**src/rtl/i2cm_pkg.sv**
```systemverilog
package i2cm_pkg;
  localparam int DIV_W = 4;

  localparam logic [1:0] SEL_CTRL = 2'd0;
  localparam logic [1:0] SEL_STAT = 2'd1;
  localparam logic [1:0] SEL_DATA = 2'd2;

  localparam logic [1:0] MODE_TX = 2'b11;
  localparam logic [1:0] MODE_RX = 2'b10;

  typedef enum logic [2:0] {
    E_IDLE, E_START, E_BIT, E_HOLD, E_STOP
  } eng_state_t;

  typedef enum logic [1:0] {
    C_NONE, C_START, C_STOP
  } cmd_t;
endpackage

```
**src/rtl/i2cm_clkgen.sv**
```systemverilog
module i2cm_clkgen import i2cm_pkg::*; #(
  parameter int PRE_LO = 16,
  parameter int PRE_HI = 512
) (
  input  logic             clk,
  input  logic             rst_n,
  input  logic             run,
  input  logic             pre_sel,
  input  logic [DIV_W-1:0] div,
  output logic             tick
);
  localparam int QLO = PRE_LO / 4;
  localparam int QHI = PRE_HI / 4;
  localparam int CW  = $clog2(QHI);
  localparam logic [CW-1:0] LIM_LO = CW'(QLO - 1);
  localparam logic [CW-1:0] LIM_HI = CW'(QHI - 1);

  logic [CW-1:0]    pre_q, pre_d;
  logic [DIV_W-1:0] div_q, div_d;
  logic [CW-1:0]    lim;
  logic             pre_wrap;

  assign lim      = pre_sel ? LIM_HI : LIM_LO;
  assign pre_wrap = (pre_q >= lim);
  assign tick     = run && pre_wrap && (div_q >= div);

  always_comb begin
    pre_d = pre_q;
    div_d = div_q;
    if (!run) begin
      pre_d = '0;
      div_d = '0;
    end else if (pre_wrap) begin
      pre_d = '0;
      div_d = (div_q >= div) ? '0 : div_q + 1'b1;
    end else begin
      pre_d = pre_q + 1'b1;
    end
  end

  always_ff @(posedge clk or negedge rst_n) begin
    if (!rst_n) begin
      pre_q <= '0;
      div_q <= '0;
    end else begin
      pre_q <= pre_d;
      div_q <= div_d;
    end
  end

  // quarter-phase ticks are separated by at least one idle cycle
  p_tick_gap_r2: assert property (@(posedge clk) disable iff (!rst_n)
    tick |=> !tick);
endmodule

```
**src/rtl/i2cm_busmon.sv**
```systemverilog
module i2cm_busmon (
  input  logic clk,
  input  logic rst_n,
  input  logic scl_in,
  input  logic sda_in,
  output logic busy
);
  logic scl_q, sda_q, busy_q, busy_d;
  logic start_seen, stop_seen;

  assign start_seen = scl_q && scl_in && sda_q && !sda_in;
  assign stop_seen  = scl_q && scl_in && !sda_q && sda_in;
  assign busy       = busy_q;

  always_comb begin
    busy_d = busy_q;
    if (start_seen)     busy_d = 1'b1;
    else if (stop_seen) busy_d = 1'b0;
  end

  always_ff @(posedge clk or negedge rst_n) begin
    if (!rst_n) begin
      scl_q  <= 1'b1;
      sda_q  <= 1'b1;
      busy_q <= 1'b0;
    end else begin
      scl_q  <= scl_in;
      sda_q  <= sda_in;
      busy_q <= busy_d;
    end
  end

  // busy only rises while SDA is held low under a high SCL
  p_busy_rise_r4: assert property (@(posedge clk) disable iff (!rst_n)
    $rose(busy_q) |-> (scl_in && !sda_in));
endmodule

```
**src/rtl/i2cm_engine.sv**
```systemverilog
module i2cm_engine import i2cm_pkg::*; (
  input  logic       clk,
  input  logic       rst_n,
  input  logic       tick,
  input  cmd_t       cmd,
  input  logic       pend,
  input  logic       tx_mode,
  input  logic       ack_en,
  input  logic [7:0] tx_byte,
  input  logic       sda_in,
  output logic       run,
  output logic       owned,
  output logic       scl_low,
  output logic       sda_low,
  output logic       byte_done,
  output logic       byte_tx,
  output logic [7:0] rx_byte,
  output logic       ack_bit,
  output logic       cmd_take
);
  eng_state_t st_q, st_d;
  logic [1:0] ph_q, ph_d;
  logic [3:0] bit_q, bit_d;
  logic [7:0] sh_q, sh_d;
  logic       tx_q, tx_d, scl_q, scl_d, sda_q, sda_d, ak_q, ak_d;
  logic       ack_slot;

  assign ack_slot = bit_q[3];
  assign run      = (st_q == E_START) || (st_q == E_BIT) || (st_q == E_STOP);
  assign owned    = (st_q != E_IDLE);
  assign scl_low  = scl_q;
  assign sda_low  = sda_q;
  assign byte_tx  = tx_q;
  assign rx_byte  = sh_q;
  assign ack_bit  = ak_q;

  always_comb begin
    st_d = st_q;  ph_d = ph_q;  bit_d = bit_q;  sh_d = sh_q;
    tx_d = tx_q;  scl_d = scl_q; sda_d = sda_q; ak_d = ak_q;
    byte_done = 1'b0;
    cmd_take  = 1'b0;
    unique case (st_q)
      E_IDLE: begin
        scl_d = 1'b0;
        sda_d = 1'b0;
        if (cmd == C_START) begin
          st_d = E_START; ph_d = 2'd0; cmd_take = 1'b1;
        end
      end
      E_START: if (tick) begin
        ph_d = ph_q + 2'd1;
        unique case (ph_q)
          2'd0: sda_d = 1'b0;
          2'd1: scl_d = 1'b0;
          2'd2: sda_d = 1'b1;
          default: begin
            scl_d = 1'b1; st_d = E_BIT; bit_d = 4'd0;
            sh_d = tx_byte; tx_d = 1'b1;
          end
        endcase
      end
      E_BIT: if (tick) begin
        ph_d = ph_q + 2'd1;
        unique case (ph_q)
          2'd0: sda_d = ack_slot ? (!tx_q && ack_en) : (tx_q && !sh_q[7]);
          2'd1: scl_d = 1'b0;
          2'd2: begin
            if (!ack_slot && !tx_q) sh_d = {sh_q[6:0], sda_in};
            if (ack_slot && tx_q)   ak_d = sda_in;
          end
          default: begin
            scl_d = 1'b1;
            if (tx_q && !ack_slot) sh_d = {sh_q[6:0], 1'b0};
            if (ack_slot) begin
              st_d = E_HOLD; byte_done = 1'b1;
            end else begin
              bit_d = bit_q + 4'd1;
            end
          end
        endcase
      end
      E_HOLD: if (!pend) begin
        ph_d = 2'd0;
        if (cmd == C_STOP) begin
          st_d = E_STOP; cmd_take = 1'b1;
        end else if (cmd == C_START) begin
          st_d = E_START; cmd_take = 1'b1;
        end else begin
          st_d = E_BIT; bit_d = 4'd0; tx_d = tx_mode;
          sh_d = tx_mode ? tx_byte : 8'h00;
        end
      end
      default: if (tick) begin
        ph_d = ph_q + 2'd1;
        unique case (ph_q)
          2'd0: sda_d = 1'b1;
          2'd1: scl_d = 1'b0;
          default: begin
            sda_d = 1'b0; st_d = E_IDLE;
          end
        endcase
      end
    endcase
  end

  always_ff @(posedge clk or negedge rst_n) begin
    if (!rst_n) begin
      st_q <= E_IDLE; ph_q <= '0; bit_q <= '0; sh_q <= '0;
      tx_q <= 1'b0; scl_q <= 1'b0; sda_q <= 1'b0; ak_q <= 1'b0;
    end else begin
      st_q <= st_d; ph_q <= ph_d; bit_q <= bit_d; sh_q <= sh_d;
      tx_q <= tx_d; scl_q <= scl_d; sda_q <= sda_d; ak_q <= ak_d;
    end
  end

  // during data and acknowledge bits SDA moves only inside the SCL-low window
  p_sda_in_low_r12: assert property (@(posedge clk) disable iff (!rst_n)
    (st_q == E_BIT && $past(st_q) == E_BIT && sda_q != $past(sda_q))
      |-> (scl_q && $past(scl_q)));
endmodule

```
**src/rtl/i2c_byte_master.sv**
```systemverilog
module i2c_byte_master import i2cm_pkg::*; #(
  parameter int PRE_LO = 16,
  parameter int PRE_HI = 512
) (
  input  logic       clk,
  input  logic       rst_n,
  input  logic       reg_we,
  input  logic [1:0] reg_sel,
  input  logic [7:0] reg_wdata,
  output logic [7:0] ctrl_rd,
  output logic [7:0] stat_rd,
  output logic [7:0] data_rd,
  output logic       irq,
  input  logic       scl_in,
  input  logic       sda_in,
  output logic       scl_low,
  output logic       sda_low
);
  logic             ack_en_q, ack_en_d, pre_q, pre_d, ien_q, ien_d, pend_q, pend_d;
  logic [DIV_W-1:0] div_q, div_d;
  logic [1:0]       mode_q, mode_d;
  logic             en_q, en_d, nack_q, nack_d;
  logic [7:0]       data_q, data_d;
  cmd_t             cmd_q, cmd_d;

  logic       wr_ctrl, wr_stat, wr_data;
  logic       tick, run, owned, byte_done, byte_tx, ack_bit, cmd_take, busy;
  logic [7:0] rx_byte;

  assign wr_ctrl = reg_we && (reg_sel == SEL_CTRL);
  assign wr_stat = reg_we && (reg_sel == SEL_STAT);
  assign wr_data = reg_we && (reg_sel == SEL_DATA);

  i2cm_clkgen #(.PRE_LO(PRE_LO), .PRE_HI(PRE_HI)) u_clk (
    .clk(clk), .rst_n(rst_n), .run(run), .pre_sel(pre_q), .div(div_q), .tick(tick));

  i2cm_engine u_eng (
    .clk(clk), .rst_n(rst_n), .tick(tick), .cmd(cmd_q), .pend(pend_q),
    .tx_mode(mode_q == MODE_TX), .ack_en(ack_en_q), .tx_byte(data_q), .sda_in(sda_in),
    .run(run), .owned(owned), .scl_low(scl_low), .sda_low(sda_low),
    .byte_done(byte_done), .byte_tx(byte_tx), .rx_byte(rx_byte), .ack_bit(ack_bit),
    .cmd_take(cmd_take));

  i2cm_busmon u_mon (
    .clk(clk), .rst_n(rst_n), .scl_in(scl_in), .sda_in(sda_in), .busy(busy));

  always_comb begin
    ack_en_d = ack_en_q; pre_d = pre_q; ien_d = ien_q; div_d = div_q; pend_d = pend_q;
    mode_d = mode_q; en_d = en_q; nack_d = nack_q; data_d = data_q; cmd_d = cmd_q;
    if (wr_ctrl) begin
      ack_en_d = reg_wdata[7];
      pre_d    = reg_wdata[6];
      ien_d    = reg_wdata[5];
      div_d    = reg_wdata[DIV_W-1:0];
      if (!reg_wdata[4]) pend_d = 1'b0;
    end
    if (byte_done) pend_d = 1'b1;
    if (cmd_take) cmd_d = C_NONE;
    if (wr_stat) begin
      mode_d = reg_wdata[7:6];
      en_d   = reg_wdata[4];
      if (reg_wdata[4]) begin
        if (reg_wdata[5])  cmd_d = C_START;
        else if (owned)    cmd_d = C_STOP;
        else               cmd_d = C_NONE;
      end
    end
    if (wr_data) data_d = reg_wdata;
    if (byte_done && !byte_tx) data_d = rx_byte;
    if (byte_done && byte_tx)  nack_d = ack_bit;
  end

  always_ff @(posedge clk or negedge rst_n) begin
    if (!rst_n) begin
      ack_en_q <= 1'b0; pre_q <= 1'b0; ien_q <= 1'b0; pend_q <= 1'b0; div_q <= '0;
      mode_q <= 2'b00; en_q <= 1'b0; nack_q <= 1'b0; data_q <= '0; cmd_q <= C_NONE;
    end else begin
      ack_en_q <= ack_en_d; pre_q <= pre_d; ien_q <= ien_d; pend_q <= pend_d; div_q <= div_d;
      mode_q <= mode_d; en_q <= en_d; nack_q <= nack_d; data_q <= data_d; cmd_q <= cmd_d;
    end
  end

  assign ctrl_rd = {ack_en_q, pre_q, ien_q, pend_q, div_q};
  assign stat_rd = {mode_q, busy, en_q, 3'b000, nack_q};
  assign data_rd = data_q;
  assign irq     = pend_q && ien_q;

  // the bus is stretched for the whole time a byte awaits service
  p_stretch_r5: assert property (@(posedge clk) disable iff (!rst_n)
    pend_q |-> scl_low);

  // pending only drops through a control write that clears it
  p_pend_sticky_r6: assert property (@(posedge clk) disable iff (!rst_n)
    (pend_q && !(wr_ctrl && !reg_wdata[4])) |=> pend_q);
endmodule

```
**config.mk**
```make
export PLATFORM = sky130hd
export DESIGN_NAME = i2c_byte_master
export DESIGN_NICKNAME = d
export VERILOG_FILES = /design/src/rtl/i2cm_pkg.sv /design/src/rtl/i2cm_clkgen.sv /design/src/rtl/i2cm_busmon.sv /design/src/rtl/i2cm_engine.sv /design/src/rtl/i2c_byte_master.sv
export SDC_FILE = /design/constraint.sdc
export NUM_CORES = 1
export LEC_CHECK = 0
export ABC_AREA = 1
export BUFFER_PORTS_ARGS = -buffer_cell sky130_fd_sc_hd__buf_4
export CORE_MARGIN = 2
export CORE_UTILIZATION = 58
export DETAILED_ROUTE_END_ITERATION = 8
export PLACE_DENSITY = 0.8
export SYNTH_ARGS = -nofsm -noshare
export SYNTH_HDL_FRONTEND = slang
export SYNTH_SLANG_ARGS = --single-unit
```
**constraint.sdc**
```tcl
create_clock -name clk -period 2.5 [get_ports clk]
set_clock_uncertainty 0.05 [all_clocks]
set_input_delay 0.375 -clock clk [delete_from_list [all_inputs] [get_ports clk]]
set_output_delay 0.375 -clock clk [all_outputs]
set_load 0.01 [all_outputs]
```
==> metrics list <==
- Cell at the slowest stage of the critical path: dfrtp_1
* Commonest register cell after synthesis: dfrtp_1
- Cell family with most CP delay: simple AND/OR/NAND/NOR gates
- Required arrival time at the worst endpoint: 2.68 ns
* Cell count along the critical path: 11
* Switching power: 1640 µW
- The floorplan has 27 rows.
* Total Nets Final: 512
- Via-to-Cell Ratio: 5.37
* Combined area of all synthesized cells: 3410 µm²
- Post_cts resized: 0
* Average cell area after synthesis: 7.73 µm²
* Syn Inst Count: 441
- Buffers added to address setup during post-CTS repair amount to 0.
- Num ports: 42
* I/O Buffers: 38
* Overall die height: 80.7 µm
- The max-slew violation total from the final report was 0.
- Net switching is 44.0% of the power.
- Counting flops with a built-in enable in the synthesized netlist gives 0.
* Worst slew margin relative to its limit: 52.9%
- Finished Core Util: 68.8%
* Final total power: 3730 µW
* Horizontal extent of the die: 80.7 µm
* Flop2flop setup slack: 0.26 ns
* Total inserted antenna cells: 0
* Number of antenna violations at the first check in global routing: 0
- Synthesis-stage register bit count: 57
* Root buffer cell: clkbuf_8
* Element type at the critical path start: flop
- Timing would allow up to 446 MHz.
* Largest stage delay, worst path: 0.38 ns
* Ratio of cells with drive above 1 in the final layout: 16.1%
- The number of hold violations in the final report is 0.
* Most frequent cells in the layout: 130 x nand2_1, 56 x inv_1, 55 x dfrtp_1
- Cell leakage power: 0.00210 µW
- CTS Buf Count: 9
- In the final timing run, aggregate negative setup slack is 0 ns.
- In this run the deepest clock path goes through 2 buffers.
- Largest net degree at the start of global routing: 58
* Ratio of total power to cell area: 967 nW/µm²
* Wire length of the first global-routing pass: 12.8 mm
* Remaining global-route overflow: 0
- Dominant cell type by count on the critical path: nand2_1
* Residual DRC: 0
* Vias: 2980
- Fill cells in the final layout number 489.
* Final count of negative-setup-slack endpoints: 0
- H-tree depth reported by CTS: 3
- Seq/Total Area, Yosys: 41.9%
- Critical Path Sink Type: flop
- Clock tree from TritonCTS: built
- Die Footprint: 6510 µm²
* Via count of the first global-routing pass: 2763
- Total global routing track utilization: 26.0%
- Number of violations of the max-capacitance limit: 0
- The congestion estimate from routability-driven global placement came to 0.894.
- After detailed routing, the average wire length per cell comes to 13.5 µm.
- For this block, the initial DRC count from the detailed router was 173.
* Relative contribution of the clock network to total power: 20.1%
- The internal power of the cells totals 2090 µW.
- Traced cell by cell, the critical path runs through inv_1 -> ha_1 -> nand2_1 -> nor2_1 -> nand2_1 -> nand2_1 -> nand3_2 -> nand2_2 -> nand3_1 -> o21ai_0 -> nand2_1.
- The flow ran to the end, and the final reports show no timing, DRC or antenna violations.
* Worst Reg-to-Reg Cells: 11
* Wire length reported by the detailed router: 7.49 mm
- For the pin with the worst max-slew slack, the measured transition is 0.706 ns.
* Part of the total power dissipated in sequential elements: 35.8%
- The core region is 5610 µm².
- Of the total power, combinational logic draws 44.2%.
- Final Cycle Share: 89.7%
* Post-CTS Hold Buffers: 0
* Maximum fanout along the worst path: 11
- For the worst setup path, the data arrival time is 2.42 ns.
- The startpoint identified for the worst register-to-register timing path is pre_q.
* Number of antenna-violating nets in the routed design: 0
* Type of the tightest min-delay check: input port to async pin
* Most common library cell in the layout ignoring fill and taps: nand2_1
- Worst-Skew Late Latency: 0.34 ns
- Initial Utilization: 60.8%
- Detailed placement ended at an HPWL of 5.57 mm.
- Critical path class: flop to flop
- The routed design could run at a clock period as short as 2.24 ns.
* Destination of the worst register-to-register timing path: u_eng.byte_tx
* Synthesis Warnings: 0
- Combined buffer and inverter count along the critical path: 1
- Max IR drop VDD: 0.000585 V
- Area grow syn2layout: 13.2%
- The tree built by TritonCTS fans out to 57 sinks.
- Cell variety after synth: 35
- Setup repair after global routing could not meet its margin everywhere.
- Clock transition at the registers of the reported paths: 0.07 ns
* Placement-stage worst setup slack: 0.164 ns
- Across all hold checks on the routed design, the worst slack comes to 0.0355 ns.
* Post-route worst setup slack: 0.258 ns
* Synth async-reset ratio: 100%
* Initial DRT Pass Iterations: 5
-- power groups by stage --
stage                     Clock (µW)  Sequential, µW  Combinational, µW
after CTS                        762            1330               1640
after global placement             0            1340               1580
final                            750            1330               1650
after global routing             800            1360               1880
after detailed placement           0            1340               1620
after floorplan                    0            1320               1210
-- cells in the mapped netlist (all sizes together), types with 3 or more instances --
cell    number  share of area, %
nand2      138                16
inv         61               6.7
dfrtp       55                40
nand3       38               5.7
nor2        35               4.7
o21ai       32               5.0
ha          19               7.0
buf         13               3.1
a21oi       10               1.5
nor3         9               1.7
nand4        4               1.2
xor2         4               1.0
clkbuf       3              0.33
o21bai       3              0.66
xnor2        3              0.77
-- per-layer routing --
metal	vias up	share of wire [%]	GRT usage, %	wire (µm)
met5	-	0	0	0
met4	0	2.7	12.9	201
met3	18	5.2	5.28	392
met2	104	46	39.7	3450
met1	1388	46	35.2	3440
li1	1470	-	-	-
-- stage by stage --
step	std cells	instance area, µm²
after floorplan	443	3420
after global placement	539	3690
after detailed placement	539	3690
after CTS	555	3860
after global routing	555	3860
final	555	3860
-- cell families (layout without fill, tap and decap cells) --
kind of cell,Yosys count,count (layout),synth area share [%]
and+or+nand+nor,226,226,29.7
DFF,57,57,41.9
adders and majority gates,19,19,6.97
buffers and inverters,77,117,10.1
other,1,3,0.110
xor gates and xnor gates,7,7,1.80
AOI/OAI and AO/OA,54,54,9.36
-- worst max-delay path by stage --
stage	startpoint	to	slack, ns
floorplan	pre_q	u_eng.st_q[2]	0.65
global placement	pre_q	u_eng.byte_tx	0.34
detailed placement	pre_q	u_eng.byte_tx	0.16
CTS	pre_q	u_eng.byte_tx	0.15
global route	pre_q	u_eng.byte_tx	-0.002
finish	pre_q	u_eng.byte_tx	0.26
-- sequential cells by signal (all words and copies together), names as in the netlist, 3 cells and up --
name           cells
u_clk.div_q        4
u_clk.pre_q        7
u_eng.rx_byte      8
data_rd            8
u_eng.bit_q        4
u_eng.st_q         3
div_q              4
-- worst reg2reg max path, cell delays in order, from the launching register on --
cell	delay, ns
dfrtp_1	0.38
inv_1	0.11
ha_1	0.32
nand2_1	0.08
nor2_1	0.12
nand2_1	0.07
nand2_1	0.17
nand3_2	0.20
nand2_2	0.27
nand3_1	0.13
o21ai_0	0.17
nand2_1	0.07
-- final cells by class --
type                            count  area [µm²]  area share (%)
Clock buffer                       13         149            3.86
Clock inverter                      3        17.5           0.454
Inverter                           61         229            5.93
Multi-Input combinational cell    309        1650            42.6
Sequential cell                    57        1430            37.0
Tap cell                           72        90.1            2.33
Timing Repair Buffer               40         300            7.78
Power figures use the tool's default switching activity.
